`src/rtl/vfd_scan_pkg.sv`:
```
package vfd_scan_pkg;
  localparam int unsigned DIM_W     = 3;
  localparam int unsigned DIM_STEPS = 8;

  // prescaled ticks during which the grid is energised for a dimmer level
  function automatic int unsigned grid_ticks(input logic [DIM_W-1:0] lvl,
                                             input int unsigned usable);
    return (usable * (32'(lvl) + 32'd1)) / DIM_STEPS;
  endfunction

  // digit following cur when last is the final digit of the frame
  function automatic int unsigned next_digit(input int unsigned cur,
                                             input int unsigned last);
    return (cur >= last) ? 32'd0 : cur + 32'd1;
  endfunction

  // shared pin k is a grid when its grid index is within the active count
  function automatic logic shared_is_grid(input int unsigned k,
                                          input int unsigned ded,
                                          input int unsigned last);
    return (ded + k) <= last;
  endfunction
endpackage

```
`src/rtl/vfd_prescaler.sv`:
```
module vfd_prescaler #(
  parameter int unsigned DIV = 4
) (
  input  logic clk,
  input  logic rst_n,
  output logic tick_o
);
  localparam int unsigned CW = (DIV > 2) ? $clog2(DIV) : 1;

  logic [CW-1:0] cnt_q;

  assign tick_o = (cnt_q == CW'(DIV - 1));

  always_ff @(posedge clk) begin
    if (!rst_n)      cnt_q <= '0;
    else if (tick_o) cnt_q <= '0;
    else             cnt_q <= cnt_q + 1'b1;
  end
endmodule

```
`src/rtl/vfd_slot_seq.sv`:
```
module vfd_slot_seq
  import vfd_scan_pkg::*;
#(
  parameter int unsigned MAXDIG      = 16,
  parameter int unsigned SLOT_TICKS  = 18,
  parameter int unsigned BLANK_TICKS = 2,
  localparam int unsigned DW = $clog2(MAXDIG),
  localparam int unsigned PW = $clog2(SLOT_TICKS)
) (
  input  logic             clk,
  input  logic             rst_n,
  input  logic             tick,
  input  logic [DW-1:0]    cnt_live,
  input  logic [DIM_W-1:0] dim_live,
  output logic [DW-1:0]    idx_o,
  output logic [DW-1:0]    cnt_sh_o,
  output logic [DIM_W-1:0] dim_sh_o,
  output logic             slot_end_o,
  output logic             frame_start_o,
  output logic             lit_o,
  output logic             grid_on_o
);
  localparam int unsigned USABLE = SLOT_TICKS - BLANK_TICKS;

  logic [PW-1:0]    pos_q;
  logic [DW-1:0]    idx_q;
  logic [DW-1:0]    cnt_q;
  logic [DIM_W-1:0] dim_q;

  assign slot_end_o    = tick && (pos_q == PW'(SLOT_TICKS - 1));
  assign frame_start_o = slot_end_o && (idx_q == cnt_q);
  assign lit_o         = 32'(pos_q) >= BLANK_TICKS;
  assign grid_on_o     = lit_o &&
                         ((32'(pos_q) - BLANK_TICKS) < grid_ticks(dim_q, USABLE));

  always_ff @(posedge clk) begin
    if (!rst_n) begin
      pos_q <= '0;
      idx_q <= '0;
      cnt_q <= DW'(MAXDIG - 1);
      dim_q <= '1;
    end else if (tick) begin
      if (slot_end_o) begin
        pos_q <= '0;
        idx_q <= DW'(next_digit(32'(idx_q), 32'(cnt_q)));
        if (frame_start_o) begin
          cnt_q <= cnt_live;
          dim_q <= dim_live;
        end
      end else begin
        pos_q <= pos_q + 1'b1;
      end
    end
  end

  assign idx_o    = idx_q;
  assign cnt_sh_o = cnt_q;
  assign dim_sh_o = dim_q;
endmodule

```
`src/rtl/vfd_dispram.sv`:
```
module vfd_dispram #(
  parameter int unsigned DEPTH = 16,
  parameter int unsigned WIDTH = 29,
  localparam int unsigned AW = $clog2(DEPTH)
) (
  input  logic             clk,
  input  logic             rst_n,
  input  logic             we,
  input  logic [AW-1:0]    waddr,
  input  logic [WIDTH-1:0] wdata,
  input  logic [AW-1:0]    raddr,
  output logic [WIDTH-1:0] rdata
);
  logic [WIDTH-1:0] mem_q [DEPTH];

  for (genvar e = 0; e < DEPTH; e++) begin : g_word
    always_ff @(posedge clk) begin
      if (!rst_n)                        mem_q[e] <= '0;
      else if (we && waddr == AW'(e))    mem_q[e] <= wdata;
    end
  end

  assign rdata = mem_q[raddr];
endmodule

```
`src/rtl/vfd_outmux.sv`:
```
module vfd_outmux
  import vfd_scan_pkg::*;
#(
  parameter int unsigned NUM_TDED   = 8,
  parameter int unsigned NUM_SDED   = 21,
  parameter int unsigned NUM_SHARED = 8,
  localparam int unsigned MAXDIG = NUM_TDED + NUM_SHARED,
  localparam int unsigned SEG_W  = NUM_SDED + NUM_SHARED,
  localparam int unsigned DW     = $clog2(MAXDIG)
) (
  input  logic [DW-1:0]         idx,
  input  logic [DW-1:0]         cnt_sh,
  input  logic                  lit,
  input  logic                  grid_on,
  input  logic [SEG_W-1:0]      word,
  output logic [NUM_TDED-1:0]   tim_o,
  output logic [NUM_SDED-1:0]   seg_o,
  output logic [NUM_SHARED-1:0] mix_o
);
  logic [MAXDIG-1:0] grid_vec;
  logic [SEG_W-1:0]  seg_vec;

  assign grid_vec = grid_on ? (MAXDIG'(1) << idx) : '0;
  assign seg_vec  = lit ? word : '0;

  assign tim_o = grid_vec[NUM_TDED-1:0];
  assign seg_o = seg_vec[NUM_SDED-1:0];

  for (genvar k = 0; k < NUM_SHARED; k++) begin : g_shared
    assign mix_o[k] = shared_is_grid(k, NUM_TDED, 32'(cnt_sh)) ?
                      grid_vec[NUM_TDED + k] : seg_vec[SEG_W - 1 - k];
  end
endmodule

```
`src/rtl/vfd_scanner.sv`:
```
module vfd_scanner
  import vfd_scan_pkg::*;
#(
  parameter int unsigned NUM_TDED    = 8,
  parameter int unsigned NUM_SDED    = 21,
  parameter int unsigned NUM_SHARED  = 8,
  parameter int unsigned PRESCALE    = 4,
  parameter int unsigned SLOT_TICKS  = 18,
  parameter int unsigned BLANK_TICKS = 2,
  localparam int unsigned MAXDIG = NUM_TDED + NUM_SHARED,
  localparam int unsigned SEG_W  = NUM_SDED + NUM_SHARED,
  localparam int unsigned DW     = $clog2(MAXDIG)
) (
  input  logic                  clk,
  input  logic                  rst_n,
  input  logic                  ram_we,
  input  logic [DW-1:0]         ram_addr,
  input  logic [SEG_W-1:0]      ram_wdata,
  input  logic                  cnt_we,
  input  logic [DW-1:0]         cnt_wdata,
  input  logic                  dim_we,
  input  logic [DIM_W-1:0]      dim_wdata,
  output logic [NUM_TDED-1:0]   tim_o,
  output logic [NUM_SDED-1:0]   seg_o,
  output logic [NUM_SHARED-1:0] mix_o
);
  logic [DW-1:0]    cnt_live;
  logic [DIM_W-1:0] dim_live;

  // named internal events, observed by the bound checker
  logic             tick;
  logic [DW-1:0]    cur_idx;
  logic [DW-1:0]    cnt_sh;
  logic [DIM_W-1:0] dim_sh;
  logic             slot_end;
  logic             frame_start;
  logic             lit;
  logic             grid_on;
  logic [SEG_W-1:0] cur_word;

  always_ff @(posedge clk) begin
    if (!rst_n) begin
      cnt_live <= DW'(MAXDIG - 1);
      dim_live <= '1;
    end else begin
      if (cnt_we) cnt_live <= cnt_wdata;
      if (dim_we) dim_live <= dim_wdata;
    end
  end

  vfd_prescaler #(.DIV(PRESCALE)) u_pre (
    .clk    (clk),
    .rst_n  (rst_n),
    .tick_o (tick)
  );

  vfd_slot_seq #(
    .MAXDIG      (MAXDIG),
    .SLOT_TICKS  (SLOT_TICKS),
    .BLANK_TICKS (BLANK_TICKS)
  ) u_seq (
    .clk           (clk),
    .rst_n         (rst_n),
    .tick          (tick),
    .cnt_live      (cnt_live),
    .dim_live      (dim_live),
    .idx_o         (cur_idx),
    .cnt_sh_o      (cnt_sh),
    .dim_sh_o      (dim_sh),
    .slot_end_o    (slot_end),
    .frame_start_o (frame_start),
    .lit_o         (lit),
    .grid_on_o     (grid_on)
  );

  vfd_dispram #(.DEPTH(MAXDIG), .WIDTH(SEG_W)) u_ram (
    .clk   (clk),
    .rst_n (rst_n),
    .we    (ram_we),
    .waddr (ram_addr),
    .wdata (ram_wdata),
    .raddr (cur_idx),
    .rdata (cur_word)
  );

  vfd_outmux #(
    .NUM_TDED   (NUM_TDED),
    .NUM_SDED   (NUM_SDED),
    .NUM_SHARED (NUM_SHARED)
  ) u_mux (
    .idx     (cur_idx),
    .cnt_sh  (cnt_sh),
    .lit     (lit),
    .grid_on (grid_on),
    .word    (cur_word),
    .tim_o   (tim_o),
    .seg_o   (seg_o),
    .mix_o   (mix_o)
  );
endmodule

```
`config.mk`:
```
export PLATFORM = sky130hd
export DESIGN_NAME = vfd_scanner
export DESIGN_NICKNAME = d
export VERILOG_FILES = /design/src/rtl/vfd_scan_pkg.sv /design/src/rtl/vfd_prescaler.sv /design/src/rtl/vfd_slot_seq.sv /design/src/rtl/vfd_dispram.sv /design/src/rtl/vfd_outmux.sv /design/src/rtl/vfd_scanner.sv
export SDC_FILE = /design/constraint.sdc
export NUM_CORES = 1
export LEC_CHECK = 0
export CORE_MARGIN = 1.5
export CORE_UTILIZATION = 40
export DETAILED_ROUTE_END_ITERATION = 7
export PLACE_DENSITY = 0.67
export RECOVER_POWER = 100
export SYNTH_ARGS = -nofsm -noshare
export SYNTH_HDL_FRONTEND = slang
export SYNTH_HIERARCHICAL = 1
export SYNTH_SLANG_ARGS = --single-unit
```
`constraint.sdc`:
```
create_clock -name clk -period 7.43 [get_ports clk]
set_clock_uncertainty 0.15 [all_clocks]
set_input_delay 2.229 -clock clk [delete_from_list [all_inputs] [get_ports clk]]
set_output_delay 2.229 -clock clk [all_outputs]
set_load 0.1 [all_outputs]
```
# After elaboration in Yosys (flattened, before gate mapping)
# Memories as Yosys holds them, arrays and structs flattened. A register that Yosys moved wholly into a read port is not among the register bits.
# Index checks and enable logic that the tools add are counted.
totals:
  regBits: 25
  ramBits: 464
  inputBits: 45
  output_inout_bits: 37
  word_cells: 162
  memories: 1
classes:
  add_sub_neg: 5
  magnitude_cmp: 11
  n_eq_ne: 18
  shifts: 1
  mux: 79
  bitwise_logic: 17
  reduce_logical: 23
mem_list:
  columns: ["memory", "depth", "word_bits", "read_ports", "rd_clocked_by_memory_dff", "wr", "line_no", "text"]
  rows:
  - ["u_ram.mem_q", 16, 29, 1, 1, 16, "vfd_dispram.sv:14", "logic [WIDTH-1:0] mem_q [DEPTH];"]
op_table:
  columns: ["cell", "n"]
  rows:
  - ["29-bit 2-to-1 mux", 17]
  - ["1-bit 2-to-1 mux", 57]
  - ["4-bit == test, second input constant", 8]
  - ["4-bit less-or-equal comparator, first input constant", 8]
  - ["32-bit by 29-bit less-than comparator with 1-bit output", 1]
  - ["1-bit logical AND", 19]
  - ["4-bit by 3-bit == test with 1-bit output, second input constant", 4]
  - ["16-bit 2-to-1 mux", 1]
  - ["1-bit bitwise OR", 16]
  - ["1-bit by 4-bit << shifter with 16-bit output, first input constant", 1]
  - ["4-bit 2-to-1 mux", 3]
  - ["4-bit by 2-bit == test with 1-bit output, second input constant", 2]
  - ["5-bit by 2-bit subtractor with 6-bit output, second input constant", 1]
  - ["5-bit by 1-bit adder with 5-bit output, second input constant", 1]
  - ["5-bit == test, second input constant", 1]
  - ["5-bit by 2-bit >= comparator with 1-bit output, second input constant", 1]
  - ["5-bit 2-to-1 mux", 1]
  - ["3-bit by 1-bit adder with 4-bit output, second input constant", 1]
  - ["4-bit by 1-bit adder with 4-bit output, second input constant", 1]
  - ["4-bit by 1-bit == test with 1-bit output, second input constant", 1]
  - ["4-bit == test", 1]
  - ["4-bit >= comparator", 1]
  - ["4-bit zero test", 1]
  - ["3-bit AND reduction", 1]
  - ["other kinds (5)", 5]

# Logic depth before layout (Yosys ltp)
# Gate-level depths: netlist of run 1.
logic_depth:
  ltp_word: 6
  depth_mapped: 10
  depth_no_buf: 10

# Modules after synthesis
# The synthesis of run 1 kept the hierarchy.
modules_own_cells:
  columns: ["module", "instances", "cells_each", "area_per_inst_um2", "seq_area_each_um2"]
  rows:
  - ["vfd_dispram", 1, 1297, 20788.7, 13933.4]
  - ["vfd_slot_seq", 1, 109, 983.4, 320.3]
  - ["vfd_outmux", 1, 68, 422.9, 0.0]
  - ["vfd_scanner", 1, 22, 241.5, 140.1]
  - ["vfd_prescaler", 1, 5, 73.8, 40.0]

# Worst setup path before layout of run 1
# Ideal clock, no wire load.
synth_path:
  path_kind: "reg2out"
  from: "reg u_seq.pos_q[1]"
  to: "out tim_o[4]"
  arrival_ps: 4457
  required_time_ps: 5051
  setup_slack_ps: 594
  stages_incl_launch_ff: 10
  path_buffers: 0
  cell_sequence: "dfxtp_1 > inv_1 > ha_1 > inv_1 > ha_1 > a21o_1 > a21oi_1 > o211a_1 > nand2_1 > nor4_1"
synth_between:
  elab_chain_cells: 4
  elab_cells_between_ends: 5
  cone_classes: "add/sub (1); order compare (2); mux (1); reduce/logical (1)"
synth_rtl:
  columns: ["item", "line_no", "text"]
  rows:
  - ["start, declared", "vfd_slot_seq.sv:25", "logic [PW-1:0] pos_q;"]
  - ["start signal, assigned", "vfd_slot_seq.sv:51", "pos_q <= pos_q + 1'b1;"]
  - ["5-bit by 2-bit subtractor with 6-bit output", "vfd_slot_seq.sv:34", "((32'(pos_q) - BLANK_TICKS) < grid_ticks(dim_q, USABLE));"]
  - ["32-bit by 29-bit less-than comparator with 1-bit output", "vfd_slot_seq.sv:34", null]
  - ["1-bit logical AND *", "vfd_slot_seq.sv:33", "assign grid_on_o = lit_o &&"]
  - ["via grid_on", "vfd_scanner.sv:38", "logic grid_on;"]
  - ["16-bit 2-to-1 mux *", "vfd_outmux.sv:23", "assign grid_vec = grid_on ? (MAXDIG'(1) << idx) : '0;"]
  - ["end, declared", "vfd_scanner.sv:23", "output logic [NUM_TDED-1:0] tim_o,"]
# The timed path passes the listed nets; every way through them passes the cells marked *.

==> impl_metrics.toml, run 1 <==
[run_status]
outcome = "finished with violations"
violations = "capacitance limit, slew limit"

[global_route]
grtUsageMet3_pct = 3.18
grt_pass1_wl_um = 86400
use_met1_pct = 29.5
antenna_found_initial = 3
grt_pass1_vias = 13100
grt_util_met2_pct = 33.3
grt.total_usage_pct = 20.8
busiest_layer = "met2"
grt_max_degree = 67
overflow = 0

[power_and_ir_drop]
p_per_area_mw_per_mm2 = 232
p_total_w = 0.00595
vdd_drop_max_uv = 161
leakage_nw = 8.60

[timing]
finalMaxSlewViolations = 694
fin_crit_sh_pct = 89.6
setup_violations = 0
finalHoldViolCount = 0
rsz0062_at_grt = "no"
fin_ws_ns = 0.775
worst_slew_pin_slew_ns = 2.68
clock.fmax_mhz = 150
finalSetupTns_ns = 0
period_needed_ns = 6.65
max_slew_margin_pct = -78.6

[worst_setup_path]
cp_cell_sequence = "clkbuf_1, clkbuf_1, nand4_1, nor2_2, clkbuf_1, and2_0"
worst-path-max-fanout = 29
ff2ff_path_depth = 7
r2r_start = "u_seq/idx_o[0]"
crit_top_cell = "clkbuf_1"
r2r_slack_ns = 4.53
cp_slowest_cell = "clkbuf_1"
reg2reg_to = "u_seq/idx_o[3]"
end_kind = "flop"
required_ns = 7.72
slowest_delay_ns = 1.49
crit_type = "in2reg"
startpoint_type = "input port"
arrival_ns = 6.95

[synth]
yosys_warnings = 6
postSynthAreaPerCell_um2 = 15.0
syn_area_mm2 = 0.0225
syn_nets = 1560
syn_inst = 1500

[floorplanning]
coreArea_mm2 = 0.0553
die_x_um = 240
num_rows = 86
die_h_um = 240
ios = 82
die-area_mm2 = 0.0577
initial_core_util_pct = 40.7

[cts]
cts_resized = 0
cts_buffers = 50
ctsHtreeMaxLevel = 2
cts_sinks = 489
insertion_delay_ns = 0.60
postCtsSetupBuffers = 0
clk_path_buf_depth = 3
hold_buffers = 0
path_clk_slew_ns = 0.06
cts_root_buf = "clkbuf_16"
cts_tree = "yes"

[min_path]
hold_end = "u_pre/cnt_q[0]"
min_from = "u_pre/cnt_q[0]"
min_path_type = "reg2reg"
hold_depth = 1

[place]
hpwl_um = 32200
routabilityCongestion = 0.767
dp_slack_ns = 1.63
numPortBuffers = 81

[drt]
via_per_inst = 5.52
antenna_left = 0
drt-initial-drc-count = 1530
drtPass1Iterations = 7
post_drt_wl_per_cell_um = 25.2
vias = 12900
wirelength_um = 58800
remaining_drc_errors = 0

[finish]
area_delta_synth_final_pct = 13.8
final_layout_size_suffix_gt1_share_pct = 13.9
nNetsFinal = 1610

[run]
cap_violations = 29
## how the worst max path moves through the flow
stage | start | depth (start not counted) | endpoint
6_report | rst_n | 6 | u_ram/mem_q[10][27]
5_1_grt | rst_n | 6 | u_ram/mem_q[10][5]
4_1_cts | u_seq/idx_o[1] | 8 | mix_o[3]
3_5_place_dp | u_seq/idx_o[1] | 8 | mix_o[3]
3_3_place_gp | u_seq/idx_o[1] | 8 | mix_o[3]
2_1_floorplan | u_seq/pos_q[1] | 9 | tim_o[4]
## area by class of cell
class / count / area (um^2)
timing repair buffer: 123 / 1040
multi-input combinational: 875 / 7590
fill: 4818 / 29700
inverter: 11 / 41.3
antenna: 1 / 2.50
tap: 748 / 936
sequential: 489 / 14400
clock inverter: 28 / 256
clock buffer: 60 / 1310
## worst max-delay path, delay by kind of cell
kind / cells / cell delay (ns)
AND/OR/NAND/NOR: 3 / 1.00
buffers and inverters: 3 / 3.67
## per-layer routing
layer | share of wire, % | vias up | wire, um
li1 | - | 5632 | -
met1 | 42 | 6610 | 24900
met2 | 48 | 557 | 28000
met3 | 8.2 | 80 | 4810
met4 | 1.9 | 0 | 1150
met5 | 0 | - | 0
## flip-flops by register name (all words and copies together) (netlist names)
signal	flops
u_seq/pos_q	5
u_seq/cnt_sh_o	4
u_pre/cnt_q	2
cnt_live	4
dim_live	3
u_seq/idx_o	4
u_seq/dim_sh_o	3
u_ram/mem_q	464
## cell usage in the layout (no fill, tap or decap), types with 3 or more instances in the layout
cell type,count
nand4_1,3
a22oi_1,58
o21ai_0,6
inv_1,11
o211ai_1,3
ha_1,15
buf_12,3
and2_1,269
clkdlybuf4s50_1,45
clkbuf_16,51
mux4_2,110
a21oi_1,4
nand2b_1,7
dfxtp_1,23
nand3_1,16
clkbuf_2,4
bufinv_16,4
dlygate4sd3_1,35
o21ai_4,6
nor2_2,11
clkinv_1,14
nand2_1,56
xor2_1,4
o31ai_1,6
clkbuf_1,39
nand3b_1,4
mux2i_1,15
and2_0,216
buf_4,6
nor2_1,13
clkinv_2,5
nor3_1,4
o21ai_1,6
edfxtp_1,464
mux4_1,6
clkinv_4,3
## through the flow
step | hold slack, ns | area, um^2 | instances | util [%]
floorplan | 0.269 | 22500 | 1500 | -
global placement | 0.278 | 24300 | 2246 | 43.9
detailed placement | 0.285 | 24300 | 2246 | 43.9
CTS | 0.294 | 25900 | 2334 | 46.8
global route | 0.320 | 25600 | 2335 | 46.3
finish | 0.291 | 25600 | 2335 | 46.3
## power by group
group | switching (W) | leakage, nW | internal (W) | total (W)
logic | 0.000191 | 3.19 | 0.0000997 | 0.000291
clock network | 0.00105 | 0.763 | 0.00139 | 0.00244
registers | 0.0000416 | 4.65 | 0.00318 | 0.00322
(Power assumes the default switching activity.)
==> inputs of run 2 (changes only) <==
Settings changed: CELL_PAD_IN_SITES_DETAIL_PLACEMENT set to 1, CELL_PAD_IN_SITES_GLOBAL_PLACEMENT set to 2, PLACE_DENSITY 0.67 to 0.83.
==> run 2 against run 1 <==
Against the previous run:
- the flow still finishes with violations (capacitance limit, slew limit)
- largest cell class unchanged
- die area unchanged
- sequential cell count unchanged
- combinational power is essentially flat
- clock power rose by 8%
- sequential share of layout area down 0.16 points
- total power increased by 3.3%
- first-iteration DRC count shrank 21%
- non-clock buffer count stayed put
- global-route usage is 1.5 points higher
- critical path type is now reg2out
- fmax down 0.85%
- clock-buffer cell count increased by 14
- worst setup slack worse by 0.057 ns
==> impl_metrics.toml, run 2 (same netlist as run 1, synthesis figures left out) <==
[run_status]
outcome = "finished with violations"
violations = "capacitance limit, slew limit"

[finish]
area_delta_synth_final_pct = 14.1
antenna_cells = 0
reg.largest.list = "u_ram/mem_q (464), u_seq/pos_q (5)"
largest_reg_flops = 464
regMostFlops = "u_ram/mem_q"
final_layout_size_suffix_gt1_share_pct = 13.8
final_cell_mix = "464 x edfxtp_1, 305 x and2_0, 180 x and2_1"
nNetsFinal = 1613
fillers = 5482
final_common_cell = "edfxtp_1"

[floorplanning]
coreArea_mm2 = 0.0553
die_x_um = 240
die_h_um = 240
ios = 82
num_rows = 86
die-area_mm2 = 0.0577
initial_core_util_pct = 40.7

[cts]
cts_sinks = 489
cts_buffers = 53
cts_resized = 0
postCtsSetupBuffers = 0
ctsHtreeMaxLevel = 2
cts_tree = "yes"
hold_buffers = 0
path_clk_slew_ns = 0.06
cts_root_buf = "clkbuf_16"
insertion_delay_ns = 0.61
clk_path_buf_depth = 3

[drt]
wl_met3_um = 4370
met2_length_um = 30800
wirelength_um = 62700
drt-initial-drc-count = 1210
drtPass1Iterations = 5
remaining_drc_errors = 0
topRoutingLayerUsed = "met5"
antenna_left = 0
via_per_inst = 5.60
vias = 13100
post_drt_wl_per_cell_um = 26.7
wl_met1_um = 26100

[power_and_ir_drop]
p_total_w = 0.00614
leakage_nw = 8.58
vdd_drop_max_uv = 175
p_per_area_mw_per_mm2 = 239

[timing]
finalMaxSlewViolations = 702
finalHoldViolCount = 0
rsz0062_at_grt = "no"
worst_slew_pin_slew_ns = 2.89
period_needed_ns = 6.71
clock.fmax_mhz = 149
setup_violations = 0
finalSetupTns_ns = 0
max_slew_margin_pct = -92.6
holdWs_ns = 0.279
fin_crit_sh_pct = 90.3

[place]
numPortBuffers = 81
routabilityCongestion = 0.745
hpwl_um = 36400

[run]
cap_violations = 34

[worst_setup_path]
crit_type = "reg2out"
arrival_ns = 4.33
startpoint_type = "flop"
worst-path-max-fanout = 29
required_ns = 5.05
end_kind = "output pin"

[global_route]
grt_pass1_vias = 14100
antenna_found_initial = 4
grt.total_usage_pct = 22.3
overflow = 0
grt_pass1_wl_um = 92800
grt_max_degree = 62

[min_path]
min_path_type = "reg2reg"
## run 2: cell types whose count changed in the layout (fill, tap and decap cells not counted), sizes merged
cell           change
bufinv             +2
clkbuf            +14
clkdlybuf4s50      -3
clkinv            -10
diode              -1
dlygate4sd3        +3
inv                +3
## run 2: critical path, cell delays in order (launching register included)
cell	delay [ns]
dfxtp_1	0.73
nor2b_4	1.07
a22oi_1	0.37
nand2_1	0.19
and2_1	0.13
dlygate4sd3_1	1.20
## run 2: layout make-up
| type | count | area [um^2] | share of cell area [%] |
|---|---|---|---|
| clock buffer | 74 | 1420 | 5.52 |
| multi-input combinational | 875 | 7550 | 29.4 |
| timing repair buffer | 123 | 1020 | 3.99 |
| tap | 748 | 936 | 3.64 |
| clock inverter | 23 | 273 | 1.06 |
| inverter | 11 | 41.3 | 0.161 |
| sequential | 489 | 14400 | 56.2 |
## run 2: path summary, 6_finish.rpt
| check | slack (ns) | cells after the start | to | start |
|---|---|---|---|---|
| hold reg to reg | 0.28 | 1 | u_pre/cnt_q[0] | u_pre/cnt_q[0] |
| setup / recovery | 0.72 | 5 | seg_o[10] | u_seq/idx_o[3] |
| hold / removal | 0.28 | 1 | u_pre/cnt_q[0] | u_pre/cnt_q[0] |
| setup reg to reg | 4.56 | 6 | u_seq/idx_o[3] | u_seq/idx_o[0] |
## run 2: metrics by stage
stage	area [um^2]	std cells	util, %	setup slack, ns
final	25700	2343	46.4	0.718
after global routing	25700	2343	46.4	0.542
after CTS	26000	2343	47.0	0.689
after detailed placement	24300	2246	43.9	1.36
after global placement	24300	2246	43.9	1.36
after floorplan	22500	1500	-	0.594
## run 2: metal layers
metal  GRT usage (%)  up-vias
li1                -     5632
met1            29.6     6939
met2            37.6      452
met3            4.14       96
met4            5.97        2
met5               0        -
## run 2: power by group
group / total [W] / internal (W) / switching [W]
clock: 0.00263 / 0.00154 / 0.00109
combinational: 0.000289 / 0.0000983 / 0.000191
sequential: 0.00323 / 0.00318 / 0.0000451
total: 0.00614 / 0.00482 / 0.00132
